[src/rtl/ptmr_pkg.sv]
package ptmr_pkg;
  localparam int TmrW      = 8;               // timer and period width
  localparam int FineW     = 2;               // fine phase bits joined to the count
  localparam int PostW     = 4;               // postscaler field width
  localparam int PselW     = 2;               // prescale select width
  localparam int PreMaxLog = 4;               // log2 of largest prescale (16)
  localparam int SubW      = FineW + PreMaxLog;
  localparam int DutyW     = TmrW + FineW;
  localparam int AddrW     = 3;
  localparam int RegW      = TmrW;

  localparam logic [AddrW-1:0] AddrCtrl   = 3'd0;
  localparam logic [AddrW-1:0] AddrPeriod = 3'd1;
  localparam logic [AddrW-1:0] AddrDutyHi = 3'd2;
  localparam logic [AddrW-1:0] AddrDutyLo = 3'd3;
  localparam logic [AddrW-1:0] AddrFlagCl = 3'd4;

  localparam int BitRun   = PselW;
  localparam int BitPostL = PselW + 1;
  localparam int BitPostH = PselW + PostW;
  localparam int BitPwmEn = PselW + PostW + 1;

  typedef struct packed {
    logic             tick;      // timer advances at this edge
    logic             on;        // run enable
    logic [FineW-1:0] fineNext;  // fine phase after this edge
  } strobe_t;

  typedef struct packed {
    logic [TmrW-1:0]  period;
    logic [DutyW-1:0] dutyBuf;
    logic             pwmEn;
  } cfg_t;
endpackage

[src/rtl/ptmr_ctrl.sv]
module ptmr_ctrl
  import ptmr_pkg::*;
(
  input  logic             clk,
  input  logic             rstN,
  input  logic             wrEn,
  input  logic [AddrW-1:0] wrAddr,
  input  logic [RegW-1:0]  wrData,
  input  logic             matchIn,
  output strobe_t          strb,
  output cfg_t             cfg,
  output logic             flagOut
);
  logic [RegW-1:0]  ctrlQ;
  logic [TmrW-1:0]  periodQ;
  logic [TmrW-1:0]  dutyHiQ;
  logic [FineW-1:0] dutyLoQ;
  logic [SubW-1:0]  subQ, subNext, subLimit;
  logic [PostW-1:0] postQ, postSel;
  logic             flagQ, flagSet, flagClr, runOn, tick;
  logic [1:0]       stage;

  assign runOn   = ctrlQ[BitRun];
  assign postSel = ctrlQ[BitPostH:BitPostL];

  // prescale 4^stage instruction-cycle stretch; select 11 aliases to 16
  always_comb begin
    unique case (ctrlQ[PselW-1:0])
      2'b00:   stage = 2'd0;
      2'b01:   stage = 2'd1;
      default: stage = 2'd2;
    endcase
  end

  assign subLimit = SubW'((1 << (FineW + FineW * int'(stage))) - 1);
  assign tick     = runOn && (subQ >= subLimit);

  always_comb begin
    if (tick)       subNext = '0;
    else if (runOn) subNext = subQ + 1'b1;
    else            subNext = subQ;
  end

  assign strb.tick     = tick;
  assign strb.on       = runOn;
  assign strb.fineNext = FineW'(subNext >> (FineW * int'(stage)));

  assign cfg.period  = periodQ;
  assign cfg.dutyBuf = {dutyHiQ, dutyLoQ};
  assign cfg.pwmEn   = ctrlQ[BitPwmEn];

  assign flagSet = matchIn && (postQ >= postSel);
  assign flagClr = wrEn && (wrAddr == AddrFlagCl);

  always_ff @(posedge clk) begin
    if (!rstN) begin
      ctrlQ   <= '0;
      periodQ <= '1;
      dutyHiQ <= '0;
      dutyLoQ <= '0;
      subQ    <= '0;
      postQ   <= '0;
      flagQ   <= 1'b0;
    end else begin
      subQ <= subNext;
      if (matchIn) postQ <= flagSet ? '0 : postQ + 1'b1;
      if (flagSet)      flagQ <= 1'b1;
      else if (flagClr) flagQ <= 1'b0;
      if (wrEn) begin
        unique case (wrAddr)
          AddrCtrl:   ctrlQ   <= wrData;
          AddrPeriod: periodQ <= wrData;
          AddrDutyHi: dutyHiQ <= wrData;
          AddrDutyLo: dutyLoQ <= wrData[FineW-1:0];
          default:    ;
        endcase
      end
    end
  end

  assign flagOut = flagQ;

  // flag only ever rises right after a period match
  p_flag_after_match_r4: assert property (@(posedge clk) disable iff (!rstN)
    $rose(flagQ) |-> $past(matchIn));
endmodule

[src/rtl/ptmr_datapath.sv]
module ptmr_datapath
  import ptmr_pkg::*;
(
  input  logic            clk,
  input  logic            rstN,
  input  strobe_t         strb,
  input  cfg_t            cfg,
  output logic            matchOut,
  output logic [TmrW-1:0] countOut,
  output logic            pwmRaw
);
  logic [TmrW-1:0]  countQ, countNext;
  logic [DutyW-1:0] activeQ, extNext;
  logic             atTop, pwmQ;

  assign atTop    = (countQ == cfg.period);
  assign matchOut = strb.tick && atTop;

  always_comb begin
    if (!strb.tick) countNext = countQ;
    else if (atTop) countNext = '0;
    else            countNext = countQ + 1'b1;
  end

  assign extNext = {countNext, strb.fineNext};

  always_ff @(posedge clk) begin
    if (!rstN) begin
      countQ  <= '0;
      activeQ <= '0;
      pwmQ    <= 1'b0;
    end else begin
      countQ <= countNext;
      if (matchOut) begin
        activeQ <= cfg.dutyBuf;
        pwmQ    <= |cfg.dutyBuf;
      end else if (strb.on && (extNext == activeQ)) begin
        pwmQ <= 1'b0;
      end
    end
  end

  assign countOut = countQ;
  assign pwmRaw   = pwmQ;

  p_match_wraps_r3: assert property (@(posedge clk) disable iff (!rstN)
    matchOut |=> (countQ == '0));
  p_hold_when_off_r2: assert property (@(posedge clk) disable iff (!rstN)
    !strb.on |=> $stable(countQ));
  p_zero_duty_low_r7: assert property (@(posedge clk) disable iff (!rstN)
    (matchOut && (cfg.dutyBuf == '0)) |=> !pwmQ);
  p_low_until_start_r6: assert property (@(posedge clk) disable iff (!rstN)
    (!pwmQ && !matchOut) |=> !pwmQ);
endmodule

[src/rtl/ptmr_top.sv]
module ptmr_top
  import ptmr_pkg::*;
(
  input  logic             clk,
  input  logic             rstN,
  input  logic             wrEn,
  input  logic [AddrW-1:0] wrAddr,
  input  logic [RegW-1:0]  wrData,
  output logic             pwmOut,
  output logic             matchFlag,
  output logic [TmrW-1:0]  countOut
);
  strobe_t strb;
  cfg_t    cfg;
  logic    match, pwmRaw;

  ptmr_ctrl u_ctrl (
    .clk(clk), .rstN(rstN), .wrEn(wrEn), .wrAddr(wrAddr), .wrData(wrData),
    .matchIn(match), .strb(strb), .cfg(cfg), .flagOut(matchFlag)
  );

  ptmr_datapath u_dp (
    .clk(clk), .rstN(rstN), .strb(strb), .cfg(cfg),
    .matchOut(match), .countOut(countOut), .pwmRaw(pwmRaw)
  );

  assign pwmOut = pwmRaw & cfg.pwmEn;

  p_gate_r10: assert property (@(posedge clk) disable iff (!rstN)
    !cfg.pwmEn |-> !pwmOut);
endmodule

[config.mk]
export PLATFORM = sky130hd
export DESIGN_NAME = ptmr_top
export DESIGN_NICKNAME = d
export VERILOG_FILES = /design/src/rtl/ptmr_pkg.sv /design/src/rtl/ptmr_ctrl.sv /design/src/rtl/ptmr_datapath.sv /design/src/rtl/ptmr_top.sv
export SDC_FILE = /design/constraint.sdc
export NUM_CORES = 1
export LEC_CHECK = 0
export ABC_AREA = 1
export BUFFER_PORTS_ARGS = -buffer_cell sky130_fd_sc_hd__buf_2
export CAP_MARGIN = 20
export CORE_ASPECT_RATIO = 0.9
export CORE_MARGIN = 1
export CORE_UTILIZATION = 45
export CTS_CLUSTER_DIAMETER = 50
export DETAILED_ROUTE_END_ITERATION = 10
export GPL_TIMING_DRIVEN = 0
export HOLD_SLACK_MARGIN = 0.02
export PLACE_DENSITY_LB_ADDON = 0.12
export SLEW_MARGIN = 20
export SYNTH_ARGS = -nofsm -noshare
export SYNTH_HDL_FRONTEND = slang
export SYNTH_SLANG_ARGS = --single-unit
[constraint.sdc]
create_clock -name clk -period 1.91 [get_ports clk]
set_input_delay 0.382 -clock clk [delete_from_list [all_inputs] [get_ports clk]]
set_output_delay 0.382 -clock clk [all_outputs]
set_load 0.02 [all_outputs]
* After elaboration in Yosys (flattened, before gate mapping)
Index checks and enable logic that the tools add are counted.
** Operators by class
- $add $sub $neg :: 5
- Magnitude comparators :: 2
- Equality and inequality tests :: 7
- Shift operators :: 2
- Muxes and demuxes :: 10
- Bitwise gates (word level) :: 1
- Reductions and logical operators :: 14
** Operator list (count)
- $shl 1x32->6 const A :: 1
- $mux 8 :: 2
- $mux 6 :: 2
- $eq 10x10->1 :: 1
- $reduce_or 10->1 :: 1
- $add 8x1->8 const B :: 1
- $eq 8x8->1 :: 1
- $reduce_and 2->1 :: 4
- $add 6x1->6 const B :: 1
- $eq 3x2->1 const B :: 2
- $ge 6x6->1 :: 1
- $shr 6x3->2 :: 1
- $sub 6x2->6 const B :: 1
- $logic_and 1x1->1 :: 5
- $add 2x3->4 const A :: 1
- $add 4x1->4 const B :: 1
- $ge 4x4->1 :: 1
- $mux 1 :: 4
- $mux 4 :: 1
- $pmux 2 s2 :: 1
- $reduce_bool 2->1 :: 2
- $eq 3x1->1 const B :: 1
- $eq 3x3->1 const B :: 1
- $logic_not 3->1 :: 1
- 3 further kinds :: 3
** Word-level totals
- Register bits after elaboration :: 56
- Input port bits :: 14
- Output and inout port bits :: 10
- Logic and storage cells :: 51

* Logic depth before layout (Yosys ltp)
- Depth after elaboration :: 13
- Depth in mapped cells :: 18
- Depth with buffers taken out :: 18

* Hierarchy
From an unflattened synthesis, not the netlist that was laid out.
** Second synthesis, totals
- Cells, all modules :: 436
- Area total of the unflattened synthesis :: 3034.2 µm²
** Modules (own cells, without submodules)
- ptmr_ctrl :: times used 1, cells an instance 233, area an instance 1790.5 µm², seq. area each 740.7 µm²
- ptmr_datapath :: times used 1, cells an instance 201, area an instance 1236.2 µm², seq. area each 380.4 µm²
- ptmr_top :: times used 1, cells an instance 2, area an instance 7.5 µm², seq. area each 0.0 µm²

* Least setup slack after synthesis
OpenSTA, ideal clock, no wires.
- Path type :: register -> register
- Start :: reg u_ctrl.ctrlQ[1]
- End :: reg u_dp.pwmQ (netlist: u_dp.pwmRaw)
- Library setup time :: 123 ps
- Data arrival time :: 1895 ps
- Required time :: 1787 ps
- Slack :: -109 ps
- Stages on the path, launching flop included :: 18
- Buffers on the path :: 1
- Period minus slack after synthesis :: 2019 ps
- Cell sequence :: dfxtp_1 nor2_1 ha_1 nand2_1 nand2_1 nand2_1 nand3_4 nand2_2 inv_2 nand2_4 buf_6 nand4_1 nand2_1 nand2_1 nor2_1 nand3_1 nand2_1 a21oi_2
** Between the ends
- Cells in the longest elaborated chain, start to end :: 12
- Elaborated cells on any way between the ends :: 16
- Those cells by class :: add/sub: 2; order compare: 1; eq/ne: 2; shift: 2; mux: 4; reduce/logical: 5
** RTL lines
- start: declaration :: RTL line ptmr_ctrl.sv:14 : logic [RegW-1:0] ctrlQ;
- start signal: assignment :: RTL line ptmr_ctrl.sv:71 : AddrCtrl: ctrlQ <= wrData;
- $eq 2x1->1 / $logic_not 2->1 (equally long branches) :: RTL line ptmr_ctrl.sv:28 : unique case (ctrlQ[PselW-1:0])
- $pmux 2 s2 (*) :: RTL line ptmr_ctrl.sv:28
- $add 2x3->4 :: RTL line ptmr_ctrl.sv:35 : assign subLimit = SubW'((1 << (FineW + FineW * int'(stage))) - 1);
- $shl 1x32->6 :: RTL line ptmr_ctrl.sv:35
- $sub 6x2->6 :: RTL line ptmr_ctrl.sv:35
- $ge 6x6->1 :: RTL line ptmr_ctrl.sv:36 : assign tick = runOn && (subQ >= subLimit);
- $logic_and 1x1->1 :: RTL line ptmr_ctrl.sv:36
- $mux 6 :: RTL line ptmr_ctrl.sv:39 : if (tick) subNext = '0;
- $shr 6x3->2 :: RTL line ptmr_ctrl.sv:46 : assign strb.fineNext = FineW'(subNext >> (FineW * int'(stage)));
- $eq 10x10->1 :: RTL line ptmr_datapath.sv:37 : end else if (strb.on && (extNext == activeQ)) begin
- $logic_and 1x1->1 :: RTL line ptmr_datapath.sv:37
- $reduce_bool 2->1 (no line)
- end signal: assignment :: RTL line ptmr_datapath.sv:36 : pwmQ <= |cfg.dutyBuf;
- end: declaration :: RTL line ptmr_datapath.sv:14 : logic atTop, pwmQ;
Mark *: on every way between the ends. The rest lies on a longest branch, timed or not.
A chain may end at the register's enable or synchronous reset.

* Final worst setup path
Same ends and word-level chain as after synthesis.

==> impl_metrics.csv <==
group,metric,value,unit
grt,grt_max_degree,19,
clock_tree,htreeDepth,2,
run_status,violations,"negative setup slack",
logic_synthesis,ys_types,32,
logic_synthesis,synth_area,2990,sq um
clock_tree,tritoncts,"built",
route,met2WireLength,3440,um
clock_tree,clock_latency,310,ps
route,route.met3.wl,318,um
route,num_vias,2839,
placement,dpl_cell_area,3250,sq um
critical_path,arrival,2410,ps
critical_path,cp-end-kind,"flip-flop",
timing,hold_viol_final,0,
final_layout,area_delta_synth_final,20.6,%
route,drc,0,
timing,fin_tns_setup,-2390,ps
power,leakage,1.73,nW
power,power_density,603,nW/um^2
clock_tree,clkTransAtPathRegs,110,ps
timing,rsz0062_at_grt,"yes",
die,ioPinCount,24,
timing,tightest_slew,739,ps
route,ant_nets,0,
grt,overflow,0,
critical_path,crit_path_start_kind,"flip-flop",
logic_synthesis,syn_avg_cell_area,6.74,sq um
timing,slew_headroom,50.4,%
clock_tree,clk_path_buf_depth,2,
timing,clock.fmax,453,MHz
hold_path,hold_class,"in2reg",
placement,portBuffers,23,
flow_run,maxCapViolCount,0,
clock_tree,cts_buffers,5,
route,drt-total-wl,7830,um
placement,dp_hpwl,5790,um
timing,finalMaxSlewViolations,0,
grt,grt_pass1_wl,12600,um
grt,antenna_found_initial,0,
power,ir_drop,0.000405,V
timing,hold_slack,333,ps
clock_tree,clock_sinks,56,
route,drt-pass1-iter-count,4,
final_layout,layout-drive-gt1-share,17.6,%
final_layout,fin_area,3610,sq um
logic_synthesis,postSynthCellCount,444,
timing,fin_crit_sh,116,%
timing,setup_viol,16,
die,fp-row-count,27,
final_layout,fin_nets,509,
die,die-height,79.4,um
logic_synthesis,synth_fp_nets,470,
logic_synthesis,yosys_register_bits,56,
timing,skew,11.7,ps
timing,fin_crit,2210,ps
timing,layout_setup_ws,-296,ps
logic_synthesis,synth_seq_area_share,37.4,%
critical_path,cp_max_fo,8,
critical_path,cp_data_required_time,2110,ps
route,highest_layer,"met4",
clock_tree,cts-root-buf,"clkbuf_8",
placement,globalplace.congestion,0.855,
grt,track_usage,23.7,%
die,die_w,88.0,um
logic_synthesis,ys.warnings.count,0,
grt,grt_pass1_vias,2620,
die,core,6280,sq um
die,dieArea,6980,sq um
route,via_per_inst,4.97,
route,wl_per_cell,13.7,um
critical_path,crit_type,"reg2reg",
route,drt_iter0_markers,216,
die,initial_core_util,47.7,%
final_layout,insertedDiodeCount,0,
run_status,status,"finished with violations",
route,wl_met1,4050,um
[registers in the layout, summed over array words and instances, names as in the netlist]
| signal | flops |
|---|---|
| u_dp.countOut | 8 |
| u_dp.pwmRaw | 1 |
| u_dp.activeQ | 10 |
| u_ctrl.flagOut | 1 |
| u_ctrl.dutyLoQ | 2 |
| u_ctrl.periodQ | 8 |
| u_ctrl.dutyHiQ | 8 |
| u_ctrl.postQ | 4 |
| u_ctrl.ctrlQ | 8 |
| u_ctrl.subQ | 6 |
[power by group]
group,internal (mW),switching [mW],total (mW),leakage (nW)
Clock,0.396,0.413,0.809,0.0548
Sequential,1.19,0.0159,1.20,0.455
Combinational,0.0587,0.108,0.167,1.22
Total,1.64,0.537,2.18,1.73
[synth_stat cells (all sizes together)]
master	instances	share of area [%]
ha	12	5.0
nor2b	1	0.21
a21oi	27	4.8
clkbuf	7	0.88
xnor2	3	0.88
inv	66	8.3
nor4	2	0.42
nor2	52	6.8
buf	6	1.4
nand4	13	2.9
nand2	119	15
clkinv	1	0.13
dfxtp	56	37
nor3	3	0.67
xor2	6	1.8
o21ai	31	5.3
mux2	1	0.38
o31ai	1	0.25
o211ai	8	2.0
or2	1	0.21
nand3	28	5.1
[placed cells by master, fill, tap and decap left out, drive strengths merged, types with 2 or more instances in the layout]
cell type,n
inv,67
xor2,6
nor4,2
nand3,28
nand4,13
o21ai,31
nor2,52
buf,36
dfxtp,56
o211ai,8
clkbuf,13
nand2,119
ha,12
xnor2,3
a21oi,27
nor3,3
[metrics by stage]
stage	cells	worst slack, ps	power (mW)	utilization (%)
CTS	566	-217	2.18	55.6
finish	571	-296	2.18	57.4
detailed placement	554	-347	1.38	51.7
global placement	554	-325	1.38	51.7
floorplan	444	-11.2	1.32	-
global route	571	-442	2.27	57.4
[worst max-delay path, cell delays in order, from the launching register on]
cell	delay (ps)
dfxtp_4	380
nor2_4	50
ha_4	260
nand2_1	60
nor2_2	140
nand2_2	80
nand3_4	100
buf_6	150
nand3_1	90
nand2_2	130
nand3_2	70
nand2_1	70
nand2_1	50
inv_1	50
nand2_1	60
nor2_1	100
nand3_1	110
nand2_1	100
a21oi_2	50
[timing repair]
action / 4_1_cts / 5_1_grt
pin swaps: 2 / 13
gates resized for setup: 21 / 17
hold buffers: 0 / 0
gates cloned: 1 / 1
setup endpoints to repair: 16 / 16
buffers inserted: 3 / 4
[final cells by class]
cell class	instances	area, sq um
Fill cell	627	2670
Multi-Input combinational cell	308	1680
Sequential cell	56	1130
Inverter	67	254
Timing Repair Buffer	32	241
Tap cell	87	109
Buffer	13	83.8
Clock buffer	5	68.8
Clock inverter	3	46.3
[final timing paths]
path | startpoint | to | slack (ps) | cells after the start
setup / recovery | u_ctrl.ctrlQ[1] | u_dp.pwmRaw | -300 | 18
setup reg to reg | u_ctrl.ctrlQ[1] | u_dp.pwmRaw | -300 | 18
hold reg to reg | u_ctrl.ctrlQ[4] | u_ctrl.ctrlQ[4] | 470 | 2
hold / removal | wrData[3] | u_ctrl.periodQ[3] | 330 | 3
[cell families after synthesis]
group           Yosys count  synth area share (%)
fa+ha+maj                12                  5.01
mux                       1                 0.376
xor+xnor                  9                  2.63
flops                    56                  37.4
simple gates            219                  31.6
buf+inv                  80                  10.7
compound gates           67                  12.3
[routing by layer]
| layer | track usage (%) | vias to the layer above |
|---|---|---|
| met2 | 35.5 | 46 |
| met5 | 0 | - |
| li1 | - | 1497 |
| met1 | 36.2 | 1294 |
| met4 | 3.11 | 0 |
| met3 | 3.62 | 2 |
Note: power is estimated with default switching activity, not from simulation.
